File: src/rtl/strap_seq_pkg.sv
package strap_seq_pkg;
    localparam int PIN_COUNT = 5;
    localparam int FS_W      = 4;
    localparam int CODE_W    = 5;
    localparam int IDX_MODE  = 4;
    localparam int SRC_BIT   = 3;

    typedef struct packed {
        logic [PIN_COUNT-1:0] held;
        logic                 valid;
        logic                 oe;
    } capture_st_t;

    function automatic logic [CODE_W-1:0] soft_code(input logic [7:0] b);
        return {b[2], b[1], b[6], b[5], b[4]};
    endfunction
endpackage

File: src/rtl/strap_window_timer.sv
module strap_window_timer #(
    parameter int WINDOW_CYC = 28636
) (
    input  logic clk,
    input  logic pwr_good,
    output logic fire,
    output logic done
);
    localparam int CNT_W = $clog2(WINDOW_CYC + 1);
    localparam logic [CNT_W-1:0] LAST = CNT_W'(WINDOW_CYC - 1);

    typedef struct packed {
        logic [CNT_W-1:0] cnt;
        logic             done;
    } tmr_st_t;

    tmr_st_t tmr_q, tmr_d;

    always_comb begin
        tmr_d = tmr_q;
        fire  = !tmr_q.done && (tmr_q.cnt == LAST);
        if (!tmr_q.done) begin
            if (fire) tmr_d.done = 1'b1;
            else      tmr_d.cnt  = tmr_q.cnt + 1'b1;
        end
    end

    always_ff @(posedge clk) begin
        if (!pwr_good) tmr_q <= '0;
        else           tmr_q <= tmr_d;
    end

    assign done = tmr_q.done;

    AST_CNT_BOUND: assert property (@(posedge clk) disable iff (!pwr_good)
        !tmr_q.done |-> tmr_q.cnt <= LAST);
    AST_FIRE_ONCE: assert property (@(posedge clk) disable iff (!pwr_good)
        fire |=> (done && !fire));
endmodule

File: src/rtl/strap_capture.sv
module strap_capture
    import strap_seq_pkg::*;
(
    input  logic                 clk,
    input  logic                 pwr_good,
    input  logic                 fire,
    input  logic [PIN_COUNT-1:0] pin_in,
    output logic [PIN_COUNT-1:0] held,
    output logic                 valid,
    output logic                 oe
);
    capture_st_t cap_q, cap_d;

    always_comb begin
        cap_d    = cap_q;
        cap_d.oe = cap_q.valid;
        if (fire && !cap_q.valid) begin
            cap_d.held  = pin_in;
            cap_d.valid = 1'b1;
        end
    end

    always_ff @(posedge clk) begin
        if (!pwr_good) cap_q <= '0;
        else           cap_q <= cap_d;
    end

    assign held  = cap_q.held;
    assign valid = cap_q.valid;
    assign oe    = cap_q.oe;

    AST_CAPTURE_ON_FIRE: assert property (@(posedge clk) disable iff (!pwr_good)
        $rose(valid) |-> $past(fire));
    AST_OE_NEEDS_VALID: assert property (@(posedge clk) disable iff (!pwr_good)
        oe |-> valid);
    AST_OE_LAGS_CAPTURE: assert property (@(posedge clk) disable iff (!pwr_good)
        $rose(oe) |-> $past(valid));
    AST_HELD_STABLE: assert property (@(posedge clk) disable iff (!pwr_good)
        (valid && $past(valid)) |-> $stable(held));
endmodule

File: src/rtl/freq_code_select.sv
module freq_code_select
    import strap_seq_pkg::*;
(
    input  logic [FS_W-1:0]   hw_fs,
    input  logic [7:0]        cfg_byte0,
    output logic [CODE_W-1:0] code
);
    always_comb begin
        if (cfg_byte0[SRC_BIT]) code = soft_code(cfg_byte0);
        else                    code = {1'b1, hw_fs};
    end
endmodule

File: src/rtl/strap_power_seq.sv
module strap_power_seq
    import strap_seq_pkg::*;
#(
    parameter int WINDOW_CYC = 28636
) (
    input  logic                 clk,
    input  logic                 pwr_good,
    input  logic [PIN_COUNT-1:0] pin_in,
    input  logic [7:0]           cfg_byte0,
    output logic [PIN_COUNT-1:0] pin_oe,
    output logic [FS_W-1:0]      strap_fs,
    output logic                 strap_mode,
    output logic [CODE_W-1:0]    freq_code
);
    logic                 win_fire, win_done;
    logic [PIN_COUNT-1:0] held;
    logic                 held_valid, drive_en;

    strap_window_timer #(.WINDOW_CYC(WINDOW_CYC)) u_timer (
        .clk(clk), .pwr_good(pwr_good), .fire(win_fire), .done(win_done)
    );

    strap_capture u_cap (
        .clk(clk), .pwr_good(pwr_good), .fire(win_fire), .pin_in(pin_in),
        .held(held), .valid(held_valid), .oe(drive_en)
    );

    freq_code_select u_sel (
        .hw_fs(strap_fs), .cfg_byte0(cfg_byte0), .code(freq_code)
    );

    assign strap_fs   = held[FS_W-1:0];
    assign strap_mode = held[IDX_MODE];

    for (genvar i = 0; i < PIN_COUNT; i++) begin : g_oe
        assign pin_oe[i] = drive_en;
    end

    AST_OE_IN_WINDOW: assert property (@(posedge clk) disable iff (!pwr_good)
        !win_done |-> pin_oe == '0);
    AST_OE_ALL_SAME: assert property (@(posedge clk) disable iff (!pwr_good)
        (pin_oe == '0) || (pin_oe == '1));
endmodule

File: config.mk
export PLATFORM = sky130hd
export DESIGN_NAME = strap_power_seq
export DESIGN_NICKNAME = d
export VERILOG_FILES = /design/src/rtl/strap_seq_pkg.sv /design/src/rtl/strap_window_timer.sv /design/src/rtl/strap_capture.sv /design/src/rtl/freq_code_select.sv /design/src/rtl/strap_power_seq.sv
export SDC_FILE = /design/constraint.sdc
export NUM_CORES = 1
export LEC_CHECK = 0
export BUFFER_PORTS_ARGS = -buffer_cell sky130_fd_sc_hd__buf_2
export CAP_MARGIN = 0
export CORE_UTILIZATION = 51
export DETAILED_ROUTE_END_ITERATION = 12
export PLACE_DENSITY = 0.77
export SLEW_MARGIN = 25
export SYNTH_ARGS = -nofsm -noshare
export SYNTH_HDL_FRONTEND = slang
export SYNTH_SLANG_ARGS = --single-unit
File: constraint.sdc
create_clock -name clk -period 2 [get_ports clk]
set_input_delay 0.2 -clock clk [delete_from_list [all_inputs] [get_ports clk]]
set_output_delay 0.2 -clock clk [all_outputs]
set_load 0.005 [all_outputs]
After elaboration in Yosys (flattened, before gate mapping)

Index checks and enable logic that the tools add are counted.

Memories kept: 0
Latch bits: 0
Register bits after elaboration: 23
Memory bits (read-only): 0
Input port bits: 15
Logic and storage cells: 17
Memory bits (writable): 0
Output and inout port bits: 15

Divide/modulo/power cells: 0
Muxes and demuxes: 3
$mul: 0
Add/sub/neg operators: 1
$lt $le $gt $ge: 0
Shift-type cells: 0
Equality and inequality tests: 1
Bitwise logic cells: 2
Reduce and logical (&&, ||, !) cells: 5

Operator list:

| operator              | number |
|---|---|
| $add 15x1->15 const B | 1 |
| $eq 15x15->1 const B  | 1 |
| $mux 5                | 1 |
| $logic_and 1x1->1     | 2 |
| $logic_not 1->1       | 2 |
| $mux 1                | 2 |
| $not 1->1             | 2 |
| $reduce_and 2->1      | 1 |

Logic depth before layout (Yosys ltp)

Depth in word-level cells: 4
Gate-level depth with buffers: 5
Mapped depth without buffers: 5

Hierarchy

Synthesis repeated with hierarchy kept, for this count alone.

Cell total of the unflattened synthesis: 121
Area total of the unflattened synthesis: 1194.9 um^2

By module, submodules not included:

| module             | area an instance (um^2) | times used | cells each | seq. area each (um^2) |
|---|---|---|---|---|
| strap_window_timer | 833.3                   | 1          | 84         | 320.3 |
| strap_capture      | 272.8                   | 1          | 27         | 140.1 |
| freq_code_select   | 51.3                    | 1          | 5          | 0.0 |
| strap_power_seq    | 37.5                    | 1          | 5          | 0.0 |

Worst setup path before layout

No wires, ideal clock.

Path type: flip-flop to flip-flop
From: reg u_timer.tmr_q[7] (netlist name)
To: reg u_timer.tmr_q[14] (netlist name)
Slack: 0.301 ns
Cell stages (with the launch flop): 5
Period minus slack after synthesis: 1.699 ns
Buffers on the path: 0
Arrival time: 1.628 ns
Data required time: 1.929 ns
Setup time: 0.071 ns
Path through: dfxtp_1 nand4_4 or4b_1 or4_1 a21oi_1

Cells in the longest elaborated chain, start to end: 4
Elaborated cells on any way between the ends: 5
Those cells by class: add/sub: 1; eq/ne: 1; bitwise: 1; reduce/logical: 2

Ends and longest elaborated chain:

| item                                                  | line                     | RTL |
|---|---|---|
| from (decl)                                           | strap_window_timer.sv:17 | `tmr_st_t tmr_q, tmr_d;` |
| from (signal assigned)                                | strap_window_timer.sv:30 | `else tmr_q <= tmr_d;` |
| branches (longest 4 deep; another with $add 15x1->15) | n/a                      |  |

Several ways; the timed one is not identified.
A chain may end at the register's enable or synchronous reset.

Worst setup path in the final report

From: reg u_timer.tmr_q[2] (netlist name)
To: reg u_timer.tmr_q[2] (netlist name)

The elaborated chain is that of the path after synthesis.

==> flow_summary.toml <==
[outcome]
status = "complete, no violations"

[sta]
rsz0062_at_grt = "no"
clock_skew_ns = 0.00624
fmax_ghz = 0.533
min_period_ns = 1.87
setup_viol_count_final = 0
hold_viol = 0
worst_pin_slew_ns = 0.620
fin_setup_tns_ns = 0
slew_headroom_pct = 58.5
timing.final.crit_share_pct = 93.7
drv_slew = 0

[yosys]
synthCells = 120
yosys.area_share.simple_pct = 29.8
synth_compound_area_share_pct = 6.53
synth_edf_count = 0
yosysSeqAreaShare_pct = 40.0
netlist_area_mm2 = 0.00115
synth-async-reset-ratio_pct = 0
synth_adder_area_share_pct = 1.09
synth-seq-cells = 23
yosysWarningCount = 0
synth.net_count = 136
postSynthAreaPerCell_um2 = 9.58
synth_xor_area_share_pct = 6.09
synth_top_family_by_area = "simple AND/OR/NAND/NOR gates"
synth.area.mux_share_pct = 10.9
synth-main-ff-cell = "dfxtp_1"
synth.distinct_cells = 30

[clock_tree]
cts_resized = 0
root_buffer = "clkbuf_4"
path_clk_slew_ns = 0.13
clkSinkCount = 23
hold_buffers = 0
clock_latency_ns = 0.31
cts_tree = "done"
htreeDepth = 1
cts_made_buffers = 3
cts_max_path_buffers = 2
cts_setup_buffers = 0

[critical_path]
worst_r2r_endpoint = "u_timer.tmr_q[2]$_SDFFE_PN0P_"
worst-path-buf-inv = 0
crit_fanout = 8
r2r_cells = 5
cp.arrival_ns = 2.08
r2r_slack_ns = 0.13
critPathSlowestCell = "o41ai_4"
crit_type = "flip-flop to flip-flop"
crit_path_start_kind = "flip-flop"
worstReg2RegStart = "u_timer.tmr_q[2]$_SDFFE_PN0P_"
critical-path-top-delay-family = "compound AO/OA/AOI/OAI gates"
crit_chain = "ha_1 > nand4b_1 > o41ai_4 > mux2i_1 > nor2_1"
required_ns = 2.20
max_stage_delay_ns = 0.58
end_kind = "flip-flop"

[route]
drt_iter0_drc = 25
highest_layer = "met3"
route.met2.wl_um = 1100
wl_um = 2200
drc = 0
first_pass_iters = 4
drt-met1-wl_um = 1010
vias_per_cell = 5.30
dr_total_vias = 917
dr_wl_met3_um = 83
ant_nets = 0
routedWlPerCell_um = 12.7

[power]
p_seq_share_pct = 63.8
cellInternalPower_uw = 565
power_switching_uw = 168
power.share.clock_pct = 29.3
ir_drop_uv = 615
p_comb_share_pct = 6.8
p_per_area_mw_per_mm2 = 555
leakagePower_nw = 0.566
switching_share_pct = 23.0

[floorplan]
die_w_um = 49.5
fp.coreArea_mm2 = 0.00204
ioPinCount = 30
die_h_um = 49.5
core.rowCount = 16
start_util_pct = 56.3
die-area_mm2 = 0.00245

[final_layout]
drive_gt1_share_pct = 28.8
syn2layout_area_growth_pct = 15.0
most-common-layout-cells = "27 x buf_2, 23 x dfxtp_1, 16 x nand2_1"
nets = 163
stdcell_count = 173
postLayoutCellArea_mm2 = 0.00132
final_common_cell = "buf_2"
n_fill_cell = 196
n_antenna_cell = 0

[min_path]
hold_path_end = "u_cap.held[0]$_SDFFE_PN0P_"
hp-start = "pin_in[0]"
hp-class = "input pin to flip-flop"
hold_depth = 3

[placed_design]
placed_area_mm2 = 0.00129
dp_hpwl_um = 1640
port_buffers = 27
dp.cells = 169
gp_congestion = 0.760

[global_route]
grt_pass1_wl_um = 3710
grt_usage_pct = 19.5
grt_max_degree = 19
grt.overflow.total = 0
antenna_found_initial = 0
grt_pass1_vias = 855

[job]
drv_cap = 0
==> registers in the layout, indices dropped and copies added (netlist names) <==
| register | count |
|---|---|
| u_cap.oe | 1 |
| u_timer.tmr_q | 15 |
| u_cap.valid | 1 |
| u_cap.held | 5 |
| u_timer.done | 1 |
==> per-layer routing <==
layer	up-vias	global-route usage [%]
li1	468	-
met1	433	25.5
met2	16	32.4
met3	0	6.48
met4	0	1.43
met5	-	0
==> how the worst max path moves through the flow <==
stage / end / slack (ns) / start / depth (start not counted)
2_1_floorplan: u_timer.tmr_q[14]$_SDFFE_PN0P_ / 0.30 / u_timer.tmr_q[7]$_SDFFE_PN0P_ / 4
3_3_place_gp: u_timer.tmr_q[14]$_SDFFE_PN0P_ / 0.24 / u_timer.tmr_q[8]$_SDFFE_PN0P_ / 4
3_5_place_dp: u_timer.tmr_q[2]$_SDFFE_PN0P_ / 0.16 / u_timer.tmr_q[2]$_SDFFE_PN0P_ / 5
4_1_cts: u_timer.tmr_q[10]$_SDFFE_PN0P_ / 0.14 / u_timer.tmr_q[2]$_SDFFE_PN0P_ / 5
5_1_grt: u_timer.tmr_q[10]$_SDFFE_PN0P_ / 0.01 / u_timer.tmr_q[2]$_SDFFE_PN0P_ / 5
6_report: u_timer.tmr_q[2]$_SDFFE_PN0P_ / 0.13 / u_timer.tmr_q[2]$_SDFFE_PN0P_ / 5
==> cell usage after synthesis, types with 2 or more instances <==
cell type | instances | area, um2
dfxtp_1 | 23 | 460
nand2_1 | 16 | 60.1
nor2_1 | 10 | 37.5
mux2i_1 | 8 | 80.1
a21oi_1 | 5 | 25.0
buf_4 | 5 | 37.5
xnor2_1 | 5 | 43.8
inv_1 | 4 | 15.0
mux2_2 | 4 | 45.0
and2_1 | 3 | 18.8
clkbuf_1 | 3 | 11.3
nand2b_1 | 3 | 18.8
nand4_1 | 3 | 18.8
nor4_1 | 3 | 18.8
o31ai_1 | 3 | 22.5
or4_1 | 3 | 22.5
xor2_1 | 3 | 26.3
and4b_1 | 2 | 20.0
nand3_1 | 2 | 10.0
nand4b_1 | 2 | 17.5
==> power by group through the flow <==
| stage | clock network, mW | registers [mW] | logic, mW |
|---|---|---|---|
| after detailed placement | 0 | 0.479 | 0.0502 |
| final | 0.215 | 0.469 | 0.0503 |
| after floorplan | 0 | 0.478 | 0.0272 |
| after CTS | 0.228 | 0.468 | 0.0506 |
| after global routing | 0.251 | 0.469 | 0.0563 |
| after global placement | 0 | 0.478 | 0.0486 |
==> tightest hold or removal path: stages <==
cell,delay (ns)
buf_2,0.09
nand2_1,0.05
mux2i_1,0.06
==> area by class of cell <==
cell class	count	area, um2	area share (%)
multi-input combinational	85	626	47.3
tap	27	33.8	2.55
clock inverter	1	7.51	0.568
timing repair buffer	30	158	11.9
inverter	4	15.0	1.14
clock buffer	3	22.5	1.70
sequential	23	460	34.8
==> stage by stage <==
stage | total power, mW | utilization [%] | setup slack [ns] | hold slack [ns]
2_1_floorplan | 0.506 | - | 0.301 | 0.342
3_5_place_dp | 0.529 | 63.3 | 0.164 | 0.453
3_3_place_gp | 0.527 | 63.3 | 0.237 | 0.442
5_1_grt | 0.777 | 64.8 | 0.0105 | 0.0911
6_report | 0.734 | 64.8 | 0.125 | 0.118
4_1_cts | 0.747 | 64.8 | 0.142 | 0.104
==> logic make-up after synthesis <==
| group | after synthesis |
|---|---|
| DFF | 23 |
| and+or+nand+nor | 55 |
| adders and majority gates | 1 |
| buffers and inverters | 12 |
| AOI/OAI and AO/OA | 9 |
| xor gates and xnor gates | 8 |
| muxes | 12 |
(Power assumes the default switching activity.)
